===== src/rtl/tmr_pkg.sv =====
package tmr_pkg;

  localparam int CNT_W    = 8;
  localparam int ADDR_W   = 3;
  localparam int SEL_W    = 3;
  localparam int NUM_TAPS = 4;
  localparam int NUM_CMP  = 2;
  localparam int FLAG_W   = NUM_CMP + 1;

  // register addresses
  localparam logic [ADDR_W-1:0] A_CTRL = 3'd0;
  localparam logic [ADDR_W-1:0] A_CNT  = 3'd1;
  localparam logic [ADDR_W-1:0] A_CMPA = 3'd2;
  localparam logic [ADDR_W-1:0] A_CMPB = 3'd3;
  localparam logic [ADDR_W-1:0] A_FLAG = 3'd4;
  localparam logic [ADDR_W-1:0] A_MASK = 3'd5;

  // flag bit positions
  localparam int FLG_OVF  = 0;
  localparam int FLG_CMPA = 1;
  localparam int FLG_CMPB = 2;

  // source encodings
  localparam logic [SEL_W-1:0] SRC_STOP = 3'd0;
  localparam logic [SEL_W-1:0] SRC_SYS  = 3'd1;
  localparam logic [SEL_W-1:0] SRC_TAP0 = 3'd2;
  localparam logic [SEL_W-1:0] SRC_FALL = 3'd6;
  localparam logic [SEL_W-1:0] SRC_RISE = 3'd7;

  // control-to-datapath strobes
  typedef struct packed {
    logic              countEn;
    logic              cntLoad;
    logic [CNT_W-1:0]  loadVal;
    logic [FLAG_W-1:0] flagClr;
    logic              topSel;
    logic [CNT_W-1:0]  cmpA;
    logic [CNT_W-1:0]  cmpB;
  } ctrlStrobes_t;

endpackage


===== src/rtl/tmr_edge_sync.sv =====
module tmr_edge_sync #(
  parameter int STAGES = 2
) (
  input  logic clk,
  input  logic rstN,
  input  logic pinIn,
  output logic riseEv,
  output logic fallEv
);

  logic [STAGES-1:0] syncQ;
  logic              lastQ;
  logic              syncOut;

  // synchronizer chain, one flop per stage
  for (genvar g = 0; g < STAGES; g++) begin : g_stage
    if (g == 0) begin : g_first
      always_ff @(posedge clk or negedge rstN) begin
        if (!rstN) syncQ[0] <= 1'b0;
        else       syncQ[0] <= pinIn;
      end
    end else begin : g_next
      always_ff @(posedge clk or negedge rstN) begin
        if (!rstN) syncQ[g] <= 1'b0;
        else       syncQ[g] <= syncQ[g-1];
      end
    end
  end

  assign syncOut = syncQ[STAGES-1];

  always_ff @(posedge clk or negedge rstN) begin
    if (!rstN) lastQ <= 1'b0;
    else       lastQ <= syncOut;
  end

  assign riseEv = syncOut & ~lastQ;
  assign fallEv = ~syncOut & lastQ;

endmodule


===== src/rtl/tmr_ctrl.sv =====
module tmr_ctrl
  import tmr_pkg::*;
#(
  parameter int SYNC_STAGES = 2
) (
  input  logic                 clk,
  input  logic                 rstN,
  input  logic                 busWr,
  input  logic [ADDR_W-1:0]    busAddr,
  input  logic [CNT_W-1:0]     busWdata,
  output logic [CNT_W-1:0]     busRdata,
  input  logic [NUM_TAPS-1:0]  tapStrobe,
  input  logic                 extPin,
  input  logic [CNT_W-1:0]     cntQ,
  input  logic [FLAG_W-1:0]    flagQ,
  output logic [SEL_W-1:0]     clkSelQ,
  output logic [FLAG_W-1:0]    maskQ,
  output ctrlStrobes_t         strobes
);

  logic             topSelQ;
  logic [CNT_W-1:0] cmpAQ;
  logic [CNT_W-1:0] cmpBQ;
  logic             riseEv;
  logic             fallEv;
  logic             tapHit;
  logic             countEn;
  logic             wrCnt;
  logic             wrFlag;

  tmr_edge_sync #(.STAGES(SYNC_STAGES)) sync_i (
    .clk   (clk),
    .rstN  (rstN),
    .pinIn (extPin),
    .riseEv(riseEv),
    .fallEv(fallEv)
  );

  // configuration registers
  always_ff @(posedge clk or negedge rstN) begin
    if (!rstN) begin
      clkSelQ <= SRC_STOP;
      topSelQ <= 1'b0;
      cmpAQ   <= '1;
      cmpBQ   <= '1;
      maskQ   <= '0;
    end else if (busWr) begin
      case (busAddr)
        A_CTRL: begin
          clkSelQ <= busWdata[SEL_W-1:0];
          topSelQ <= busWdata[SEL_W];
        end
        A_CMPA:  cmpAQ <= busWdata;
        A_CMPB:  cmpBQ <= busWdata;
        A_MASK:  maskQ <= busWdata[FLAG_W-1:0];
        default: ;
      endcase
    end
  end

  // tap selection
  always_comb begin
    tapHit = 1'b0;
    for (int i = 0; i < NUM_TAPS; i++) begin
      if (clkSelQ == SEL_W'(i + 2)) tapHit = tapStrobe[i];
    end
  end

  // source selection
  always_comb begin
    case (clkSelQ)
      SRC_STOP: countEn = 1'b0;
      SRC_SYS:  countEn = 1'b1;
      SRC_FALL: countEn = fallEv;
      SRC_RISE: countEn = riseEv;
      default:  countEn = tapHit;
    endcase
  end

  assign wrCnt  = busWr && (busAddr == A_CNT);
  assign wrFlag = busWr && (busAddr == A_FLAG);

  always_comb begin
    strobes.countEn = countEn;
    strobes.cntLoad = wrCnt;
    strobes.loadVal = busWdata;
    strobes.flagClr = wrFlag ? busWdata[FLAG_W-1:0] : '0;
    strobes.topSel  = topSelQ;
    strobes.cmpA    = cmpAQ;
    strobes.cmpB    = cmpBQ;
  end

  // register readback
  always_comb begin
    case (busAddr)
      A_CTRL:  busRdata = CNT_W'({topSelQ, clkSelQ});
      A_CNT:   busRdata = cntQ;
      A_CMPA:  busRdata = cmpAQ;
      A_CMPB:  busRdata = cmpBQ;
      A_FLAG:  busRdata = CNT_W'(flagQ);
      A_MASK:  busRdata = CNT_W'(maskQ);
      default: busRdata = '0;
    endcase
  end

endmodule


===== src/rtl/tmr_datapath.sv =====
module tmr_datapath
  import tmr_pkg::*;
(
  input  logic              clk,
  input  logic              rstN,
  input  ctrlStrobes_t      strobes,
  output logic [CNT_W-1:0]  cntQ,
  output logic [FLAG_W-1:0] flagQ
);

  localparam logic [CNT_W-1:0] MAX_VAL = '1;

  logic [CNT_W-1:0]   topVal;
  logic               atWrap;
  logic               ovfEv;
  logic [CNT_W-1:0]   cmpVal [NUM_CMP];
  logic [NUM_CMP-1:0] hit;
  logic [FLAG_W-1:0]  setVec;

  assign topVal = strobes.topSel ? strobes.cmpA : MAX_VAL;
  assign atWrap = (cntQ == topVal) || (cntQ == MAX_VAL);
  assign ovfEv  = strobes.countEn && !strobes.cntLoad && atWrap;

  assign cmpVal[0] = strobes.cmpA;
  assign cmpVal[1] = strobes.cmpB;

  for (genvar g = 0; g < NUM_CMP; g++) begin : g_cmp
    assign hit[g] = (cntQ == cmpVal[g]) && !strobes.cntLoad;
  end

  assign setVec = {hit, ovfEv};

  always_ff @(posedge clk or negedge rstN) begin
    if (!rstN) begin
      cntQ <= '0;
    end else if (strobes.cntLoad) begin
      cntQ <= strobes.loadVal;
    end else if (strobes.countEn) begin
      cntQ <= atWrap ? '0 : cntQ + 1'b1;
    end
  end

  always_ff @(posedge clk or negedge rstN) begin
    if (!rstN) flagQ <= '0;
    else       flagQ <= (flagQ & ~strobes.flagClr) | setVec;
  end

endmodule


===== src/rtl/tmr_compare_timer.sv =====
module tmr_compare_timer
  import tmr_pkg::*;
#(
  parameter int SYNC_STAGES = 2
) (
  input  logic                clk,
  input  logic                rstN,
  input  logic                busWr,
  input  logic [ADDR_W-1:0]   busAddr,
  input  logic [CNT_W-1:0]    busWdata,
  output logic [CNT_W-1:0]    busRdata,
  input  logic [NUM_TAPS-1:0] tapStrobe,
  input  logic                extPin,
  output logic                irq
);

  ctrlStrobes_t      strobes;
  logic [CNT_W-1:0]  cntQ;
  logic [FLAG_W-1:0] flagQ;
  logic [FLAG_W-1:0] maskQ;
  logic [SEL_W-1:0]  clkSelQ;

  tmr_ctrl #(.SYNC_STAGES(SYNC_STAGES)) ctrl_i (
    .clk      (clk),
    .rstN     (rstN),
    .busWr    (busWr),
    .busAddr  (busAddr),
    .busWdata (busWdata),
    .busRdata (busRdata),
    .tapStrobe(tapStrobe),
    .extPin   (extPin),
    .cntQ     (cntQ),
    .flagQ    (flagQ),
    .clkSelQ  (clkSelQ),
    .maskQ    (maskQ),
    .strobes  (strobes)
  );

  tmr_datapath dp_i (
    .clk    (clk),
    .rstN   (rstN),
    .strobes(strobes),
    .cntQ   (cntQ),
    .flagQ  (flagQ)
  );

  assign irq = |(flagQ & maskQ);

endmodule


===== config.mk =====
export PLATFORM = sky130hd
export DESIGN_NAME = tmr_compare_timer
export DESIGN_NICKNAME = d
export VERILOG_FILES = /design/src/rtl/tmr_pkg.sv /design/src/rtl/tmr_edge_sync.sv /design/src/rtl/tmr_ctrl.sv /design/src/rtl/tmr_datapath.sv /design/src/rtl/tmr_compare_timer.sv
export SDC_FILE = /design/constraint.sdc
export NUM_CORES = 1
export LEC_CHECK = 0
export CAP_MARGIN = 20
export CORE_MARGIN = 5
export CORE_UTILIZATION = 57
export CTS_BUF_LIST = sky130_fd_sc_hd__clkbuf_8 sky130_fd_sc_hd__clkbuf_16
export CTS_CLUSTER_DIAMETER = 80
export DETAILED_ROUTE_END_ITERATION = 6
export DONT_BUFFER_PORTS = 1
export PLACE_DENSITY = 0.86
export SLEW_MARGIN = 0
export SYNTH_ARGS = -nofsm -noshare
export SYNTH_HDL_FRONTEND = slang
export SYNTH_HIERARCHICAL = 1
export SYNTH_SLANG_ARGS = --single-unit

===== constraint.sdc =====
create_clock -name clk -period 1.9 [get_ports clk]
set_input_delay 0.38 -clock clk [delete_from_list [all_inputs] [get_ports clk]]
set_output_delay 0.38 -clock clk [all_outputs]
set_load 0.01 [all_outputs]

Word level (Yosys, flattened, before mapping) --
Cells that the tools add are included.
Storage, ports and cells: register bits 37, output and inout bits 9, input port bits 19
Operators by class: equal/unequal tests 16, reductions and logical operators 16, add/sub/neg operators 1, mux-type cells 11, bitwise operators 8
Operator list (count):
- one-hot mux 8 bit (6 select lines) | 1
- 2-to-1 mux 8 bit | 4
- equality test 8 bit | 3
- equality test 3 bit (second input constant) | 6
- equality test 3 x 2 -> 1 bit (second input constant) | 4
- adder 8 x 1 -> 8 bit (second input constant) | 1
- equality test 8 bit (second input constant) | 1
- AND reduction 2 bit | 4
- bitwise AND 3 bit | 2
- equality test 3 x 1 -> 1 bit (second input constant) | 2
- logical AND 1 bit | 6
- logical NOT 3 bit | 2
- 2-to-1 mux 1 bit | 4
- one-hot mux 1 bit (4 select lines) | 1
- 2-to-1 mux 3 bit | 1
- inverter 3 bit | 1
- bitwise OR 3 bit | 1
- OR reduction 3 bit | 1
- bitwise AND 1 bit | 2
- inverter 1 bit | 2
- nonzero test 2 bit | 1
- logical NOT 1 bit | 1
- logical OR 1 bit | 1

Longest topological paths before layout --
depth in word-level cells 9, depth in mapped cells 9, gate-level depth less buffers 8

Cells and area by module --
The synthesis kept the hierarchy.
Modules (own cells, without submodules):
- tmr_ctrl | sequential area each 595.6 um2, area each 1406.3 um2, cells each 116, times used 1
- tmr_datapath | sequential area each 275.3 um2, area each 973.4 um2, cells each 122, times used 1
- tmr_edge_sync | sequential area each 75.1 um2, area each 90.1 um2, cells each 5, times used 1
- tmr_compare_timer | sequential area each 0.0 um2, area each 13.8 um2, cells each 2, times used 1

Worst setup path before layout --
Ideal clock, no wire load.
path type reg-to-reg, from register ctrl_i.sync_i.lastQ, to register dp_i.cntQ[7], data required time 1.790 ns, period minus slack after synthesis 1.916 ns, library setup time 0.110 ns, arrival 1.806 ns, cell stages (with the launch flop) 10, path slack -0.016 ns, path through dfrtp_1 and2b_2 mux2i_1 mux2i_1 a211o_1 buf_4 clkbuf_1 o211ai_1 o21ai_0 o41ai_1
On the way: elaborated cells between the ends (all ways) 5, those cells by class mux (1); bitwise (3); reduce/logical (1)
RTL lines:
- start, declared | RTL line tmr_edge_sync.sv:12 | logic lastQ;
- start signal, assigned | RTL line tmr_edge_sync.sv:34 | else lastQ <= syncOut;
- bitwise AND 1 bit | RTL line tmr_edge_sync.sv:38 | assign fallEv = ~syncOut & lastQ;
- named net ctrl_i.fallEv | RTL line tmr_ctrl.sv:25 | logic fallEv;
- one-hot mux 1 bit (4 select lines) | RTL line tmr_ctrl.sv:71 | case (clkSelQ)
- named net ctrl_i.countEn | RTL line tmr_ctrl.sv:27 | logic countEn;
- nonzero test 2 bit (no source line)
- end signal, assigned | RTL line tmr_datapath.sv:37 | cntQ <= strobes.loadVal;
- end signal, assigned | RTL line tmr_datapath.sv:39 | cntQ <= atWrap ? '0 : cntQ + 1'b1;
- end, declared | RTL line tmr_datapath.sv:7 | output logic [CNT_W-1:0] cntQ,
The timed path passes the listed nets, and every way through them passes these cells. A chain may end at the register's enable or synchronous reset.

Worst setup path in the final report --
from register ctrl_i.clkSelQ[2], to output port busRdata[2]
On the way: cells in the longest elaborated chain, start to end 1
Ends and longest elaborated chain:
- start, declared | RTL line tmr_ctrl.sv:16 | output logic [SEL_W-1:0] clkSelQ,
- start signal, assigned | RTL line tmr_ctrl.sv:50 | clkSelQ <= busWdata[SEL_W-1:0];
- one-hot mux 8 bit (6 select lines) | RTL line tmr_ctrl.sv:95 | case (busAddr)
- end, declared | RTL line tmr_compare_timer.sv:11 | output logic [CNT_W-1:0] busRdata,
Every way passes these cells.

==> out/metrics.yaml <==
clocking:
  cts_max_path_buffers: 2
  cts_made_buffers: 5
  cts.sinks: 37
  htreeDepth: 2
  root_buffer: "sky130_fd_sc_hd__clkbuf_8"
  clk_latency_ns: 0.30
  cts_tree: "yes"
  clkSlewWorstSetupHoldPaths_ns: 0.07
logic_synthesis:
  syn_area_per_cell_sq_um: 10.1
  most_common_library_cells_after_synthesis: "30 x sky130_fd_sc_hd__mux2_2, 21 x sky130_fd_sc_hd__dfrtp_1, 16 x sky130_fd_sc_hd__dfstp_2"
  yosysWarnings: 6
  most_frequently_used_cell_type_in_the_post_synthesis_netlist: "sky130_fd_sc_hd__mux2_2"
  post_synth_num_cell_types: 55
  synth_top_cells_by_area: "sky130_fd_sc_hd__dfrtp_1 21%, sky130_fd_sc_hd__dfstp_2 17%, sky130_fd_sc_hd__mux2_2 14%"
  syn-num-nets: 265
  synth_sequential_area_ratio_pct: 38.1
  compound_gate_portion_of_the_synthesized_area_pct: 14.8
  post_synth_xor_area_fraction_pct: 3.53
  yosys.area.top_type: "sky130_fd_sc_hd__dfrtp_1"
  synth_top_flop_cell: "sky130_fd_sc_hd__dfrtp_1"
  muxShareOfSynthArea_pct: 17.4
  ys_async_sr_fraction_pct: 100
  synth_largest_type_area_fraction_pct: 21.2
  adder_and_majority_gate_portion_of_the_synthesized_area_pct: 0.504
  netlist_instances: 245
  yosys_register_bits: 37
  synth_enable_flop_cells: 0
  syn-cell-area_sq_um: 2480
  dominant_combinational_cell_family_by_area_after_synthesis: "simple AND/OR/NAND/NOR gates"
  post_synth_and_or_nand_nor_area_fraction_pct: 17.9
die:
  placement_rows: 24
  coreArea_sq_um: 4290
  die_y_microns: 76.0
  ios: 28
  dieWidth_microns: 76.0
  area_of_the_die_sq_um: 5780
  initial_utilization_pct: 57.8
timing:
  worst-slew-pin-transition_ns: 0.570
  timing.fmax_mhz: 536
  hold_violations: 0
  worst_clock_skew_ns: 0.00703
  finalCritPeriodShare_pct: 98.2
  rsz_0062_raised_after_global_routing: "yes"
  timing.hold.ws_ns: 0.110
  maxSlewHeadroom_pct: 62.0
  layout_min_cycle_time_ns: 1.87
  final_max_slew_viol_count: 0
  setup_violations: 0
place:
  finalWeightedCongestion: 0.983
  detailed_place_hpwl_microns: 4220
  placement.io_buffers: 0
power:
  power_leakage_nw: 1.11
  power_density_nw_per_um2: 1290
  ir_drop_uv: 721
  design_power_total_w: 0.00347
worst_setup_path:
  r2r_start: "dp_i/cntQ[0]"
  worstReg2RegEnd: "dp_i/cntQ[2]"
  reg2regPathDepth: 6
  critical_path.startpoint_type: "flop"
  crit_arrival_ns: 1.49
  max_stage_delay_ns: 0.47
  worstSetupEndpointType: "output port"
  worst-r2r-setup-slack_ns: 0.09
  cp_data_required_time_ns: 1.52
  path_class: "flop to output port"
  cp_top_family: "multiplexers"
  cpMaxStageDelayCell: "sky130_fd_sc_hd__mux4_2"
  timing.critical_path.cells: "mux4_2, mux2_4"
  timing.critical_path.fanout_max: 5
  cp.buffers_inverters: 0
global_routing:
  grt_overflow_total: 0
  grt_start_max_net_pins: 38
  antenna_violations_before_repair: 0
  groute.usage.overall_pct: 21.1
  grt_first_pass_wirelength_microns: 9950
  first_global_vias: 1984
drt:
  avgRoutedWirePerCell_microns: 20.4
  antenna_violating_nets_post_route: 0
  routed_wirelength_microns: 6170
  viasPerCell: 6.65
  detail_route.iter0.violations: 207
  detailroute.via_count: 2008
  drtPass1Iterations: 7
  drc_errors: 0
final_layout:
  area.growth.synth_to_final_pct: 8.82
  drive_above_1_share_pct: 37.2
  layout.nets: 269
  post-route-util_pct: 62.9
  diode_insertion_count_for_antenna_repair: 0
run:
  max_cap_viol_count: 0
min_path:
  worstHoldPathCells: 0
  holdCritStartpoint: "extPin"
  hold_path_end: "ctrl_i/sync_i/syncQ[0]"
  hold_path_class: "input pin to flop"
run_status:
  status: "complete, no violations"
worst reg2reg max path: cells and delay by family (launching register included):
kind | cells | cell delay, ns
compound gates | 3 | 0.60
simple gates | 2 | 0.49
flops | 1 | 0.49
buf+inv | 1 | 0.11
where the power goes:
part	switching [W]	internal, W	leakage, nW
Clock	0.000279	0.000328	0.0542
Combinational	0.000785	0.000731	0.646
Sequential	0.000286	0.00107	0.412
state kept, by name, summed over array words and instances (netlist names):
| signal | cells |
|---|---|
| ctrl_i/clkSelQ | 3 |
| ctrl_i/cmpAQ | 8 |
| ctrl_i/cmpBQ | 8 |
| ctrl_i/maskQ | 3 |
| ctrl_i/sync_i/lastQ | 1 |
| ctrl_i/sync_i/syncOut | 1 |
| ctrl_i/sync_i/syncQ | 1 |
| ctrl_i/topSelQ | 1 |
| dp_i/cntQ | 8 |
| dp_i/flagQ | 3 |
placed cells by master (no fill, tap or decap), types with 7 or more instances in the layout:
cell type and count:
sky130_fd_sc_hd__a22oi_1 7, sky130_fd_sc_hd__buf_4 19, sky130_fd_sc_hd__clkbuf_8 7, sky130_fd_sc_hd__dfrtp_1 20, sky130_fd_sc_hd__dfstp_2 16, sky130_fd_sc_hd__inv_1 11, sky130_fd_sc_hd__mux2_2 29, sky130_fd_sc_hd__nand2_1 13
sky130_fd_sc_hd__nand2b_1 9, sky130_fd_sc_hd__nor2_1 12
layout make-up:
| class | instances | area [sq um] |
|---|---|---|
| inverter | 13 | 48.8 |
| multi-input combinational | 171 | 1370 |
| clock buffer | 7 | 96.3 |
| fill | 317 | 1590 |
| tap | 52 | 65.1 |
| clock inverter | 1 | 5.00 |
| sequential | 37 | 947 |
| timing repair buffer | 21 | 173 |
timing repair:
action                                  in CTS  in global routing
pin swaps                                    1                  2
buffers inserted                             2                  2
endpoints found under the setup margin       4                  8
hold buffers                                 2                  0
endpoints found under the hold margin       37                  0
gates resized for setup                      5                  6
cell families (layout without fill, tap and decap cells):
| logic type | count (synthesis) | after routing |
|---|---|---|
| compound gates | 49 | 49 |
| xor+xnor | 10 | 10 |
| fa+ha+maj | 1 | 1 |
| buf+inv | 37 | 42 |
| flops | 37 | 37 |
| mux | 37 | 37 |
| simple gates | 74 | 74 |
metrics by stage:
stage	instances	TNS, ns	setup slack [ns]	instance area (sq um)
finish	302	0	0.0346	2700
global route	302	-0.0221	-0.0175	2700
CTS	300	0	0.0175	2680
detailed placement	289	-0.0167	-0.0167	2530
global placement	289	0	0.00826	2530
floorplan	245	0	0.00656	2480
worst max-delay path by stage:
stage	cells after the start	slack (ns)	to	startpoint
detailed placement	7	-0.02	dp_i/cntQ[7]	ctrl_i/sync_i/syncOut
floorplan	8	0.007	dp_i/cntQ[0]	busAddr[2]
finish	2	0.03	busRdata[2]	ctrl_i/clkSelQ[2]
CTS	2	0.02	busRdata[2]	ctrl_i/clkSelQ[2]
global route	8	-0.02	dp_i/cntQ[3]	ctrl_i/sync_i/syncOut
global placement	8	0.008	dp_i/cntQ[3]	ctrl_i/sync_i/syncOut
layer usage:
layer  wire length, microns  vias up  GRT usage, %  share of wire (%)
li1                       -      887             -                  -
met1                   2460      982          26.7                 40
met2                   3010      119          34.9                 49
met3                    504       20          4.73                8.2
met4                    200        0          8.19                3.2
met5                      0        -             0                  0
Note: power is estimated with default switching activity, not from simulation.
